## src/rtl/fsi_pkg.sv

```systemverilog
package fsi_pkg;
  typedef enum logic [1:0] {
    FQ_EMPTY = 2'b00,
    FQ_READY = 2'b01,
    FQ_FULL  = 2'b11
  } fq_code_e;

  typedef struct packed {
    logic       init_en;  // bit 3
    logic [1:0] out_sel;  // bits 2:1
    logic       in_en;    // bit 0
  } irq_mask_t;

  localparam irq_mask_t MASK_RST = '{init_en: 1'b1, out_sel: 2'b11, in_en: 1'b0};

  localparam int ST_IN_LO   = 14;
  localparam int ST_OUT_LO  = 12;
  localparam int ST_INIT    = 4;
  localparam int ST_SLEEP   = 0;
endpackage

```

## src/rtl/fq_encoder.sv

```systemverilog
module fq_encoder
  import fsi_pkg::*;
#(
  parameter int DEPTH = 16,
  localparam int CW = $clog2(DEPTH + 1)
) (
  input  logic          clk,
  input  logic          rst_n,
  input  logic [CW-1:0] count,
  output fq_code_e      code
);
  fq_code_e code_d;

  always_comb begin
    if (count == '0)                 code_d = FQ_EMPTY;
    else if (count >= CW'(DEPTH))    code_d = FQ_FULL;
    else                             code_d = FQ_READY;
  end

  always_ff @(posedge clk or negedge rst_n) begin
    if (!rst_n) code <= FQ_EMPTY;
    else        code <= code_d;
  end

  AST_CODE_LEGAL: assert property (@(posedge clk) disable iff (!rst_n)
    code != 2'b10);
  AST_FULL_CODE: assert property (@(posedge clk) disable iff (!rst_n)
    (count >= CW'(DEPTH)) |=> (code == FQ_FULL));
endmodule

```

## src/rtl/init_seq.sv

```systemverilog
module init_seq #(
  parameter int INIT_CYCLES = 8,
  localparam int CNTW = (INIT_CYCLES > 0) ? $clog2(INIT_CYCLES + 1) : 1
) (
  input  logic clk,
  input  logic rst_n,
  output logic busy
);
  generate
    if (INIT_CYCLES == 0) begin : g_none
      assign busy = 1'b0;
    end else begin : g_count
      logic [CNTW-1:0] remain;
      always_ff @(posedge clk or negedge rst_n) begin
        if (!rst_n)            remain <= CNTW'(INIT_CYCLES);
        else if (remain != '0) remain <= remain - CNTW'(1);
      end
      assign busy = (remain != '0);
    end
  endgenerate

  AST_INIT_STAYS_DONE: assert property (@(posedge clk) disable iff (!rst_n)
    !busy |=> !busy);
endmodule

```

## src/rtl/mask_reg.sv

```systemverilog
module mask_reg
  import fsi_pkg::*;
(
  input  logic        clk,
  input  logic        rst_n,
  input  logic        wr,
  input  logic [3:0]  wdata,
  output irq_mask_t   mask_q
);
  always_ff @(posedge clk or negedge rst_n) begin
    if (!rst_n)  mask_q <= MASK_RST;
    else if (wr) mask_q <= irq_mask_t'(wdata);
  end

  AST_MASK_HOLD: assert property (@(posedge clk) disable iff (!rst_n)
    !wr |=> $stable(mask_q));
endmodule

```

## src/rtl/fifo_stat_irq.sv

```systemverilog
module fifo_stat_irq
  import fsi_pkg::*;
#(
  parameter int IN_DEPTH    = 16,
  parameter int OUT_DEPTH   = 16,
  parameter int INIT_CYCLES = 8,
  localparam int ICW = $clog2(IN_DEPTH + 1),
  localparam int OCW = $clog2(OUT_DEPTH + 1)
) (
  input  logic           clk,
  input  logic           rst_n,
  input  logic [ICW-1:0] in_count,
  input  logic [OCW-1:0] out_count,
  input  logic           sleep_in,
  input  logic           reg_sel,
  input  logic           rd_en,
  input  logic           wr_en,
  input  logic [31:0]    wr_data,
  output logic [31:0]    rd_data,
  output logic           irq
);
  fq_code_e  in_code, out_code;
  logic      init_busy;
  logic      sleep_q;
  irq_mask_t mask_q;
  logic [15:0] status;
  logic      in_hit, out_hit, init_hit;

  fq_encoder #(.DEPTH(IN_DEPTH))  u_in_enc  (.clk, .rst_n, .count(in_count),  .code(in_code));
  fq_encoder #(.DEPTH(OUT_DEPTH)) u_out_enc (.clk, .rst_n, .count(out_count), .code(out_code));
  init_seq   #(.INIT_CYCLES(INIT_CYCLES)) u_init (.clk, .rst_n, .busy(init_busy));
  mask_reg   u_mask (.clk, .rst_n, .wr(wr_en && reg_sel), .wdata(wr_data[3:0]), .mask_q);

  always_ff @(posedge clk or negedge rst_n) begin
    if (!rst_n) sleep_q <= 1'b0;
    else        sleep_q <= sleep_in;
  end

  always_comb begin
    status = '0;
    status[ST_IN_LO +: 2]  = in_code;
    status[ST_OUT_LO +: 2] = out_code;
    status[ST_INIT]        = init_busy;
    status[ST_SLEEP]       = sleep_q;
  end

  always_comb begin
    in_hit   = mask_q.in_en && (in_code == FQ_EMPTY);
    unique case (mask_q.out_sel)
      2'b11:   out_hit = (out_code == FQ_FULL);
      2'b01:   out_hit = (out_code == FQ_READY);
      default: out_hit = 1'b0;
    endcase
    init_hit = mask_q.init_en && !init_busy;
  end

  assign irq = in_hit || out_hit || init_hit;

  always_comb begin
    rd_data = '0;
    if (rd_en) rd_data[15:0] = reg_sel ? {12'b0, mask_q} : status;
  end

  AST_IRQ_INIT_DONE: assert property (@(posedge clk) disable iff (!rst_n)
    (mask_q.init_en && !init_busy) |-> irq);
  AST_IRQ_IN_EMPTY: assert property (@(posedge clk) disable iff (!rst_n)
    (mask_q.in_en && status[ST_IN_LO +: 2] == 2'b00) |-> irq);
  AST_IRQ_QUIET: assert property (@(posedge clk) disable iff (!rst_n)
    (mask_q == '0) |-> !irq);
  AST_RD_UPPER_ZERO: assert property (@(posedge clk) disable iff (!rst_n)
    rd_data[31:16] == 16'h0);
endmodule

```

## config.mk

```make
export PLATFORM = sky130hd
export DESIGN_NAME = fifo_stat_irq
export DESIGN_NICKNAME = d
export VERILOG_FILES = /design/src/rtl/fsi_pkg.sv /design/src/rtl/fq_encoder.sv /design/src/rtl/init_seq.sv /design/src/rtl/mask_reg.sv /design/src/rtl/fifo_stat_irq.sv
export SDC_FILE = /design/constraint.sdc
export NUM_CORES = 1
export LEC_CHECK = 0
export ABC_AREA = 1
export BUFFER_PORTS_ARGS = -buffer_cell sky130_fd_sc_hd__buf_2
export CORE_MARGIN = 8
export CORE_UTILIZATION = 35
export DETAILED_ROUTE_END_ITERATION = 6
export GPL_TIMING_DRIVEN = 0
export PLACE_DENSITY = 0.78
export REMOVE_ABC_BUFFERS = 1
export SLEW_MARGIN = 30
export SYNTH_ARGS = -nofsm -noshare
export SYNTH_HDL_FRONTEND = slang
export SYNTH_HIERARCHICAL = 1
export SYNTH_SLANG_ARGS = --single-unit
```

## constraint.sdc

```tcl
create_clock -name clk -period 1.2 [get_ports clk]
set_clock_uncertainty 0.1 [all_clocks]
set_input_delay 0.06 -clock clk [delete_from_list [all_inputs] [get_ports clk]]
set_output_delay 0.06 -clock clk [all_outputs]
set_load 0.05 [all_outputs]
```

==> results of run 1 <==
==> timing repair <==
action                                  in CTS  in global routing
endpoints found under the setup margin       6                 11
pin swaps                                    6                  7
gates resized for setup                     21                 16
gates cloned                                 0                  0
setup buffers                                2                  4
endpoints found under the hold margin       22                  0
hold buffers                                16                  0
==> sequential cells by signal (all words and copies together), names as in the netlist <==
name	count
u_init/g_count.remain	4
u_mask/mask_q	4
u_in_enc/code	2
u_out_enc/code	2
sleep_q	1
==> power breakdown <==
group | switching [mW] | leakage [nW] | total (mW) | internal (mW)
combinational | 0.318 | 0.528 | 0.440 | 0.122
sequential | 0.0177 | 0.149 | 0.489 | 0.471
clock | 0.131 | 0.0150 | 0.260 | 0.129
total | 0.467 | 0.692 | 1.19 | 0.722
==> Yosys cell counts, drive strengths merged <==
master,instances
a21oi,2
clkbuf,2
o21ai,1
dfrtp,9
nand2,25
inv,17
nor2,18
xor2,1
buf,23
conb,1
ha,2
xnor2,1
dfstp,4
nand3,4
nand3b,1
==> worst max-delay path: cells and delay by family (launching register included) <==
| kind | cells | cell delay (ns) |
|---|---|---|
| and+or+nand+nor | 3 | 0.22 |
| AOI/OAI and AO/OA | 1 | 0.03 |
| DFF | 1 | 0.40 |
| buffers and inverters | 2 | 0.26 |
| adders and majority gates | 1 | 0.15 |
==> metrics by stage <==
stage	setup TNS [ns]	hold WS (ns)	setup slack, ns	util [%]
after floorplan	-1.066	-0.3356	-0.3888	-
after global placement	-0.3152	-0.1473	-0.1945	40.95
after detailed placement	-0.3251	-0.1478	-0.1979	40.95
after CTS	-0.7611	0.05053	-0.3162	52.38
after global routing	-1.042	0.09035	-0.3345	55.91
final	-0.7516	0.06061	-0.2818	55.91
==> kinds of logic (layout without fill, tap and decap cells) <==
| kind of cell | count (synthesis) | count (layout) | synth area share, % |
|---|---|---|---|
| buf+inv | 42 | 72 | 29.32 |
| compound gates | 3 | 3 | 1.804 |
| xor+xnor | 2 | 2 | 2.106 |
| fa+ha+maj | 2 | 2 | 3.007 |
| flops | 13 | 13 | 39.70 |
| simple gates | 48 | 48 | 23.61 |
| other cells | 1 | 23 | 0.4507 |
==> area by class of cell <==
cell class                 instances  share of cell area, %
clock buffer                       4                  2.104
sequential                        13                  26.45
multi-input combinational         78                  31.36
tap                               28                  2.806
timing repair buffer              51                  32.16
inverter                          17                  5.110
==> final timing paths <==
path                                       endpoint  slack [ns]  cells after the start
min in group asynchronous  u_init/g_count.remain[0]        0.11                      2
max                                             irq       -0.28                      7
min                                u_mask/mask_q[2]        0.06                      5
max reg2reg                u_init/g_count.remain[0]           0                      5
max in group asynchronous          u_mask/mask_q[2]        0.61                      2
min reg2reg                        u_mask/mask_q[2]        0.38                      2
==> per-layer routing <==
layer	global-route usage (%)	up-vias	share of wire (%)	wire, um
met4	5.722	0	1.7	35
li1	-	381	-	-
met1	9.930	310	40	825
met3	3.780	4	11	228
met2	13.79	42	47	974
met5	0	-	0	0
==> flow_results.org, run 1 <==
** STA
- Timing would allow up to just under 700 MHz.
- Final setup violating endpoints :: 7
- Setup slack on the critical path of the routed design comes to -0.2818 ns.
- Final Hold Viols :: 0
- Final critical-path share of the clock period :: 123.5%
- Setup repair after global routing missed its margin :: true
- Post-route minimum period :: 1.482 ns
- The count of pins over their slew limit came to 0.

** Synthesis
- Of the post-synthesis cell area, the dominant cell type holds 27.07%.
- Area of the mapped netlist :: 832.0 um^2
- By area the synthesized netlist is led by sky130_fd_sc_hd__dfrtp_1 27%, sky130_fd_sc_hd__buf_4 21%, sky130_fd_sc_hd__dfstp_2 13%.
- Synthesis handed over a netlist of about 110 instances.
- Flip-flop and latch count after synthesis :: 13
- Each instance of the synthesized netlist takes up on average 7.496 um^2.
- The largest total area in the synthesized netlist belongs to sky130_fd_sc_hd__dfrtp_1.
- The synthesized netlist contains 18 unique library cells.
- Sequential area share after synthesis :: 39.70%
- During synthesis, Yosys emitted a total of 6 warnings.

** Power and ir drop
- Worst ir drop on vdd :: ~430 uV
- Summing internal, switching and leakage power gives 1.189 mW.
- PD cells :: 951.8 mW/mm^2
- Leakage :: 0.6916 nW

** Setup path
- STA puts the critical path data required time at 1.04 ns.
- Crit. End Element :: primary output
- Startpoint-to-endpoint class of the critical path :: register to primary output
- Crit path arrival time :: 1.32 ns
- Traced cell by cell, the critical path runs through inv_2 -> ha_4 -> nand2_4 -> nor2_4 -> a21oi_2 -> nand2_1 -> buf_6.
- Launching point of the worst reg2reg path :: u_init/g_count.remain[0]
- Delay of the slowest cell on the worst path :: about 0.40 ns
- The most critical setup path has its startpoint at u_init/g_count.remain[0].
- The worst setup path is launched from a register.
- Largest fanout on the critical path :: 3
- The largest individual stage delay along the critical path comes from the cell sky130_fd_sc_hd__dfrtp_1.

** Routing
- WL/cell :: about 11 um
- Across all layers, the routed design uses 737 vias.
- DRT Wirelength :: 2.063 mm
- Once detail routing completed, the nets flagged for antenna violations numbered 0.
- Initial DRC Count :: 21
- The first detailed-routing pass took 4 iterations.
- Post-route DRC violation count :: 0
- In the routed layout, each cell is associated on average with a via count of 3.859.

** Floorplanning
- The die covers 0.004193 mm^2.
- IO Pins :: 81
- Placement Rows :: 17
- Placeable Area :: about 0.0022 mm^2
- Once the floorplan was initialized, standard cells occupied 37.25% of the core.
- Horizontal die dimension :: 64.76 um
- The die is roughly 65 um tall.

** CTS
- The clock net in this run drives a total of 13 sinks.
- In this run the number of H-tree levels came out at 1.
- TritonCTS clock tree :: yes
- The later pin in the worst-skew pair is clocked with a latency of 0.27 ns.
- The root buffer cell chosen for the clock tree is sky130_fd_sc_hd__clkbuf_4.
- Clock-pin slew was measured on the worst setup and hold paths at about 0.080 ns.
- The clock passes through at most 2 buffers.
- Counting the buffers created by CTS gives 3.

** Finish
- Once layout is done, the placed cells without fillers occupy approximately 0.0012 mm^2.
- Counting the fill cells in the layout gives 199.
- Total area of multi-input combinational cells :: 391.6 um^2
- Summing all flip-flop and latch instances after layout gives 330.3 um^2.
- From synthesis to final layout, the design area changed by 50.08%.
- Fraction of final layout cells with drive strength greater than 1 :: 35.58%
- The number of antenna diodes in the final layout is 0.
- The top cell types in the final layout, fill and taps aside, are 23 x sky130_fd_sc_hd__nand2_1, 23 x sky130_fd_sc_hd__conb_1, 19 x sky130_fd_sc_hd__buf_2.
- The finished layout holds 191 standard cells, fillers aside.
- Final layout net count :: about 210

** Placement
- Count of input and output buffers :: 29
- Once placement completed, the tool counted placed cells totaling 165.
- Detailed placement ended at an HPWL of 1.419 mm.
- At the end of routability-driven placement, the weighted congestion stood at 0.7747.
- Summing all placed instances gives a cell area of a little over 900 um^2.

** GRT
- Residual overflow from global routing :: 0
- Number of antenna violations at the first check in global routing :: 0
- Pin count of the biggest net entering global routing :: 14
- Wire length of the first global-routing pass :: 3.001 mm
- Aggregate global-route resource usage :: 8.937%
- Number of global-route vias before repair :: 703

** Status
- The flow ran to the end, but the final reports show violations.
- Violated checks :: setup timing

** Worst hold path
- Worst hold-check path type :: primary input to register
- The worst hold path begins at wr_en.

** Job
- The tool flagged a number of max-cap violations equal to 0.
Note: power is estimated with default switching activity, not from simulation.
==> run 2, diff against run 1 <==
==> constraint.sdc (replaced) <==
create_clock -name clk -period 1.2 [get_ports clk]
set_clock_uncertainty 0.1 [all_clocks]
set_input_delay 0.12 -clock clk [delete_from_list [all_inputs] [get_ports clk]]
set_output_delay 0.12 -clock clk [all_outputs]
set_load 0.05 [all_outputs]
==> flow_results.org, run 2 (synthesis results as in run 1) <==
** Routing
- Routed via count :: 747 (was 737)
- The detailed-route wire length came to 2.045 mm (was 2.063 mm).
- The remaining antenna violation count came to 0 (unchanged).
- Post-route DRC violation count :: 0 (unchanged)
- The number of vias per cell is 3.932 (was 3.859).
- The wire length per cell is 10.76 um (was 10.80 um).
- Number of iterations in the first detailed-routing pass :: 4 (unchanged)
- The violation count after the first detailed-routing iteration was 20 (was 21).

** CTS
- Clock latency reported for the late side of the worst-skew pair :: 0.27 ns (about the same)
- The clock-pin slew on the worst setup and hold paths was 0.08 ns (about the same).
- The TritonCTS sink count came to 13 (unchanged).
- The count of H-tree levels built during CTS is 1 (unchanged).
- The TritonCTS clock tree is yes (unchanged).
- The clock root buffer is sky130_fd_sc_hd__clkbuf_4 (unchanged).
- Number of buffers on the longest clock path :: 2 (unchanged)
- TritonCTS buffer count :: 3 (unchanged)

** Floorplanning
- The height of the die was 64.76 um (unchanged).
- The die width came to 64.76 um (unchanged).
- Placement Rows :: 17 (unchanged)
- The full die area was 0.004193 mm^2 (unchanged).
- The initial core utilization was 37.25% (unchanged).
- The count of pins on the block boundary was 81 (unchanged).
- Placeable Area :: 0.002233 mm^2 (unchanged)

** Power and ir drop
- The internal power contribution was 0.7223 mW (was 0.7217 mW).
- The switching fraction of total power is 39.18% (was 39.27%).
- Proportion of power drawn by flip-flops and latches :: 41.1% (about the same)
- The part of the power in combinational logic came to 37.1% (was 37.0%).
- Net switching power figure :: 0.4653 mW (was 0.4668 mW)
- PD cells :: 956.8 mW/mm^2 (was 951.8 mW/mm^2)
- The largest vdd supply drop is 434.0 uV (was 425.1 uV).
- Proportion of power drawn by the clock network :: 21.8% (about the same)
- Leakage :: 0.6826 nW (was 0.6916 nW)

** Finish
- Total inserted antenna cells :: 0 (unchanged)
- Fraction of final layout cells with drive strength greater than 1 :: 37.04% (was 35.58%)
- Top Registers: u_init/g_count.remain: 4 flops, u_mask/mask_q: 4 flops (unchanged).
- Commonest cells after routing, fill and taps aside: 23 x sky130_fd_sc_hd__nand2_1, 23 x sky130_fd_sc_hd__conb_1, 19 x sky130_fd_sc_hd__buf_2 (unchanged).
- Final layout net count :: 213 (was 214)
- Signed area change from the synthesized netlist to the final layout :: 49.17% (was 50.08%)
- The count of placed standard cells in the final layout, fillers left out was 190 (was 191).

** Placement
- Sum of net half-perimeters after detailed placement :: 1.419 mm (unchanged)
- Placed cell count :: 165 (unchanged)
- The weighted congestion reported at the end of routability-driven placement came to 0.7747 (unchanged).
- Count of input and output buffers :: 29 (unchanged)

** Setup path
- The maximum fanout along the worst path came to 3 (unchanged).
- Worst reg-to-reg setup slack :: 0 ns (about the same)
- The kind of capture point of the worst setup path is a primary output (unchanged).
- Slowest cell on the critical path :: sky130_fd_sc_hd__dfrtp_1 (unchanged)
- Delay of the slowest cell on the worst path :: 0.38 ns (was 0.40 ns)
- The signal arrival time at the worst endpoint is 1.35 ns (was 1.32 ns).
- Critical path, cell by cell: inv_2 -> ha_4 -> nand2_2 -> nor2_1 -> a21oi_1 -> nand2_1 -> buf_6 (was inv_2 -> ha_4 -> nand2_4 -> nor2_4 -> a21oi_2 -> nand2_1 -> buf_6).
- The source of the worst register-to-register timing path is u_init/g_count.remain[0] (unchanged).
- The required time of the critical path came to 0.98 ns (was 1.04 ns).
- Startpoint-to-endpoint class of the critical path :: register to primary output (unchanged)
- The category of the worst setup path launch point was a register (unchanged).
- Endpoint of the lowest-slack register-to-register path :: u_init/g_count.remain[0] (unchanged)
- The logic depth of the worst register-to-register path came to 5 (unchanged).

** STA
- Final setup violating endpoints :: 5 (was 7)
- Final critical-path share of the clock period :: 130.5% (was 123.5%)
- Fin Setup TNS :: -1.019 ns (was -0.7516 ns)
- The slack of the critical path was -0.3661 ns (was -0.2818 ns).
- Post-route minimum period :: 1.566 ns (was 1.482 ns)
- Final Hold Viols :: 0 (unchanged)
- Pins over their slew limit :: 0 (unchanged)
- Maximum frequency from static timing analysis :: 638.5 MHz (was 674.9 MHz)
- Setup repair after global routing missed its margin :: true (unchanged)

** Worst hold path
- Worst Hold Launch :: wr_en (unchanged)
- Hold worst-path end :: u_mask/mask_q[2] (unchanged)
- Worst hold-check path type :: primary input to register (unchanged)
- The worst hold path cell count is 5 (unchanged).

** GRT
- Wire length of the first global-routing pass :: 3.077 mm (was 3.001 mm)
- Aggregate global-route resource usage :: 9.113% (was 8.937%)
- Pin count of the biggest net entering global routing :: 14 (unchanged)
- The sum of overflow across all layers after global routing came to 0 (unchanged).
- Number of antenna violations at the first check in global routing :: 0 (unchanged)
- The number of global-route vias before repair is 715 (was 703).

** Status
- Violated checks :: setup timing (unchanged)
- Run status: finished with violations (unchanged).

** Job
- Total of max-cap violations :: 0 (unchanged)
[run 2: cell count changes in the layout (fill, tap and decap cells not counted), sizes merged]
cell	previous run	this run
clkbuf	5	4
[run 2: through the flow]
step	power, mW	cell area, um^2	utilization [%]	setup WS [ns]	hold slack (ns)
2_1_floorplan	0.7745	734.5	-	-0.4488	-0.2756
3_3_place_gp	0.8468	914.6	40.95	-0.2545	-0.08733
3_5_place_dp	0.8483	914.6	40.95	-0.2579	-0.08784
4_1_cts	1.181	1187	53.17	-0.3762	0.1105
5_1_grt	1.250	1241	55.57	-0.4470	0.1504
6_report	1.188	1241	55.57	-0.3661	0.1194
[run 2: worst max path at each step]
| stage | end | from | cells after the start | slack (ns) |
|---|---|---|---|---|
| final | irq | u_init/g_count.remain[0] | 7 | -0.37 |
| after global routing | irq | u_init/g_count.remain[0] | 7 | -0.45 |
| after CTS | irq | u_init/g_count.remain[3] | 6 | -0.38 |
| after detailed placement | irq | u_init/g_count.remain[0] | 7 | -0.26 |
| after global placement | irq | u_init/g_count.remain[0] | 7 | -0.25 |
| after floorplan | rd_data[4] | u_init/g_count.remain[0] | 5 | -0.45 |
[run 2: power groups by stage]
stage                     clock (mW)  sequential, mW  combinational (mW)
after global placement             0           0.493               0.354
after detailed placement           0           0.493               0.356
final                          0.259           0.488               0.441
after CTS                      0.269           0.487               0.425
after global routing           0.289           0.492               0.470
after floorplan                    0           0.490               0.285
[run 2: cell type report]
type	instances	area [um^2]
tap	28	35.03
inverter	17	63.81
sequential	13	330.3
clock buffer	4	26.28
fill	197	992.2
timing repair buffer	50	405.4
multi-input combinational	78	380.4
[run 2: what timing repair did]
action | 4_1_cts | 5_1_grt
resized for setup | 27 | 10
hold buffers | 16 | 0
pin swaps | 7 | 8
endpoints found under the setup margin | 10 | 11
hold endpoints to repair | 22 | 0
buffers inserted | 2 | 3
[run 2: routing by layer]
metal  vias up  part of all wire, %  track usage (%)
met5         -                    0                0
met4         0                  1.7            5.722
met3         4                   12            3.608
met2        48                   47            14.53
met1       317                   39            9.930
li1        378                    -                -
[run 2: worst max-delay path: cells and delay by family, from the launching register on]
kind / cells / cell delay (ns)
buf+inv: 2 / 0.23
compound gates: 1 / 0.12
simple gates: 3 / 0.20
fa+ha+maj: 1 / 0.16
flops: 1 / 0.38
==> run 3, diff against run 2 <==
REMOVE_ABC_BUFFERS = default   (was 1)
==> flow_results.org, run 3 (synthesis results as in run 1) <==
** Placement
- Cell Area, Placed :: 0.001155 mm^2 (was 914.6 um^2)
- The pre-CTS worst setup slack is -0.1870 ns (was -0.2579 ns).
- Count of input and output buffers :: 29 (unchanged)
- Global placement routability congestion :: 0.7121 (was 0.7747)
- Sum of net half-perimeters after detailed placement :: 1.701 mm (was 1.419 mm)
- The cell total after placement is 190 (was 165).

** STA
- The time the worst path needs with I/O delays and setup is 1.558 ns (was 1.566 ns).
- Min setup slack post-route :: -0.3576 ns (was -0.3661 ns)
- Final critical-path share of the clock period :: 129.8% (was 130.5%)
- The worst hold slack was 0.1114 ns (was 0.1194 ns).
- The number of setup violations in the final report is 11 (was 5).
- Fin Setup TNS :: -1.308 ns (was -1.019 ns)
- The final number of hold-violating endpoints is 0 (unchanged).
- Pins over their slew limit :: 0 (unchanged)
- Maximum frequency from static timing analysis :: 642.0 MHz (was 638.5 MHz)
- Setup repair after global routing missed its margin: true (unchanged).

** GRT
- Number of global-route vias before repair :: 931 (was 715)
- Wire length of the first global-routing pass :: 3.919 mm (was 3.077 mm)
- The number of antenna violations at the first check in global routing was 0 (unchanged).
- The sum of overflow across all layers after global routing was 0 (unchanged).
- The maximum number of pins on one net before global-route repair was 14 (unchanged).
- The global routing usage summed across all routing layers is 11.52% (was 9.113%).

** Setup path
- The category of the most critical setup path is register to primary output (unchanged).
- The end of the worst register-to-register path is u_init/g_count.remain[0] (unchanged).
- The source of the worst register-to-register timing path was u_init/g_count.remain[0] (unchanged).
- Worst reg-to-reg setup slack :: -0.09 ns (was 0 ns)
- Element type at the critical path start :: register (unchanged)
- Crit path arrival time :: 1.34 ns (was 1.35 ns)
- The kind of capture point of the worst setup path is a primary output (unchanged).
- The logic depth of the worst register-to-register path is 6 (was 5).
- Largest fanout on the critical path :: 3 (unchanged)
- Required time at the endpoint of the critical path :: 0.98 ns (about the same)

** Routing
- Number of iterations in the first detailed-routing pass :: 4 (unchanged)
- The remaining antenna violation count is 0 (unchanged).
- The number of vias per cell is 4.009 (was 3.932).
- The routed via count is 874 (was 747).
- Initial DRC Count :: 29 (was 20)
- DRT Wirelength :: 2.458 mm (was 2.045 mm)
- Post-route DRC violation count :: 0 (unchanged)
- The wire length per cell was 11.28 um (was 10.76 um).

** Finish
- The antenna diode count is 0 (unchanged).
- Most common cell after layout, fill and taps aside :: sky130_fd_sc_hd__buf_4
- Commonest cells after routing, fill and taps aside :: 28 x sky130_fd_sc_hd__buf_4, 23 x sky130_fd_sc_hd__conb_1, 21 x sky130_fd_sc_hd__nand2_1 (was 23 x sky130_fd_sc_hd__nand2_1, 23 x sky130_fd_sc_hd__conb_1, 19 x sky130_fd_sc_hd__buf_2)
- Fraction of final layout cells with drive strength greater than 1 :: 49.47% (was 37.04%)
- Post-layout instance area :: 0.001529 mm^2 (was 0.001241 mm^2)
- Number of standard cells in the final layout excluding fillers :: 218 (was 190)
- Top Registers: u_init/g_count.remain: 4 flops, u_mask/mask_q: 4 flops (unchanged).
- Signed area change from the synthesized netlist to the final layout :: 83.76% (was 49.17%)
- Final layout net count :: 241 (was 213)

** Power and ir drop
- The largest vdd supply drop came to 762.1 uV (was 434.0 uV).
- PD cells :: 838.5 mW/mm^2 (was 956.8 mW/mm^2)
- The leakage power was 0.8377 nW (was 0.6826 nW).

** Job
- The max-capacitance violation count is 0 (unchanged).

** Worst hold path
- The launch point of the worst hold path is wr_en (unchanged).
- The path class of the lowest-slack min-delay path is primary input to register (unchanged).
- Cells on Worst Hold Path :: 5 (unchanged)
- Hold worst-path end :: u_mask/mask_q[3] (was u_mask/mask_q[2])

** CTS
- Clock-pin slew reported for the worst setup and hold paths after clock tree synthesis :: 0.08 ns (about the same)
- TritonCTS clock tree :: yes (unchanged)
- The clock root buffer is sky130_fd_sc_hd__clkbuf_4 (unchanged).
- The TritonCTS sink count is 13 (unchanged).
- Number of buffers on the longest clock path :: 2 (unchanged)
- The count of H-tree levels built during CTS is 1 (unchanged).
- TritonCTS buffer count :: 3 (unchanged)
- The clock network latency to the later pin of the worst-skew pair is 0.27 ns (about the same).

** Floorplanning
- The full die area is 0.004193 mm^2 (unchanged).
- Height of the die :: 64.76 um (unchanged)
- Placement Rows :: 17 (unchanged)
- Horizontal die dimension :: 64.76 um (unchanged)
- Starting density of the core :: 37.25% (unchanged)
- The count of pins on the block boundary came to 81 (unchanged).
- The core region area is 0.002233 mm^2 (unchanged).

** Status
- Run status :: finished with violations (unchanged)
- Violated checks: setup timing (unchanged).
## run 3: worst max path at each step
| stage | start | to | slack [ns] | cells past startpoint |
|---|---|---|---|---|
| after floorplan | u_init/g_count.remain[3] | irq | -0.04 | 5 |
| after global placement | u_init/g_count.remain[0] | irq | -0.17 | 7 |
| after detailed placement | u_init/g_count.remain[0] | irq | -0.19 | 7 |
| after CTS | u_init/g_count.remain[3] | irq | -0.39 | 6 |
| after global routing | u_init/g_count.remain[3] | rd_data[4] | -0.43 | 6 |
| final | u_init/g_count.remain[3] | irq | -0.36 | 6 |
## run 3: cell type report
class	instances	area (um^2)
inverter	17	63.81
fill	178	704.4
sequential	13	330.3
timing repair buffer	53	454.2
clock buffer	4	26.28
buffer	25	180.2
tap	28	35.03
multi-input combinational	78	439.2
## run 3: layer usage
metal | routed length (um) | part of all wire (%) | track usage (%)
met5 | 0 | 0 | 0
met4 | 42 | 1.7 | 5.722
met3 | 316 | 13 | 5.842
met2 | 1234 | 50 | 19.63
met1 | 864 | 35 | 11.33
## run 3: metrics by stage
step | total power [mW] | utilization, %
after floorplan | 0.8553 | -
after CTS | 1.261 | 64.54
after global routing | 1.360 | 68.46
after detailed placement | 0.9319 | 51.71
after global placement | 0.9238 | 51.71
final | 1.282 | 68.46
## run 3: where the power goes
| group | switching [mW] | total, mW | internal (mW) |
|---|---|---|---|
| logic | 0.341 | 0.529 | 0.187 |
| registers | 0.0194 | 0.490 | 0.471 |
| clock network | 0.134 | 0.263 | 0.129 |
## run 3: critical path, stage by stage, from the launching register on
cell	delay, ns
sky130_fd_sc_hd__dfstp_2	0.57
sky130_fd_sc_hd__nor2_4	0.05
sky130_fd_sc_hd__nand2_4	0.09
sky130_fd_sc_hd__nor2_4	0.04
sky130_fd_sc_hd__a21oi_2	0.11
sky130_fd_sc_hd__nand2_2	0.07
sky130_fd_sc_hd__buf_8	0.15
## run 3: what timing repair did
item | CTS | global route
hold buffers | 16 | 0
gates resized for setup | 24 | 17
pin swaps | 4 | 8
setup endpoints to repair | 10 | 11
buffers inserted | 5 | 3
endpoints found under the hold margin | 22 | 0
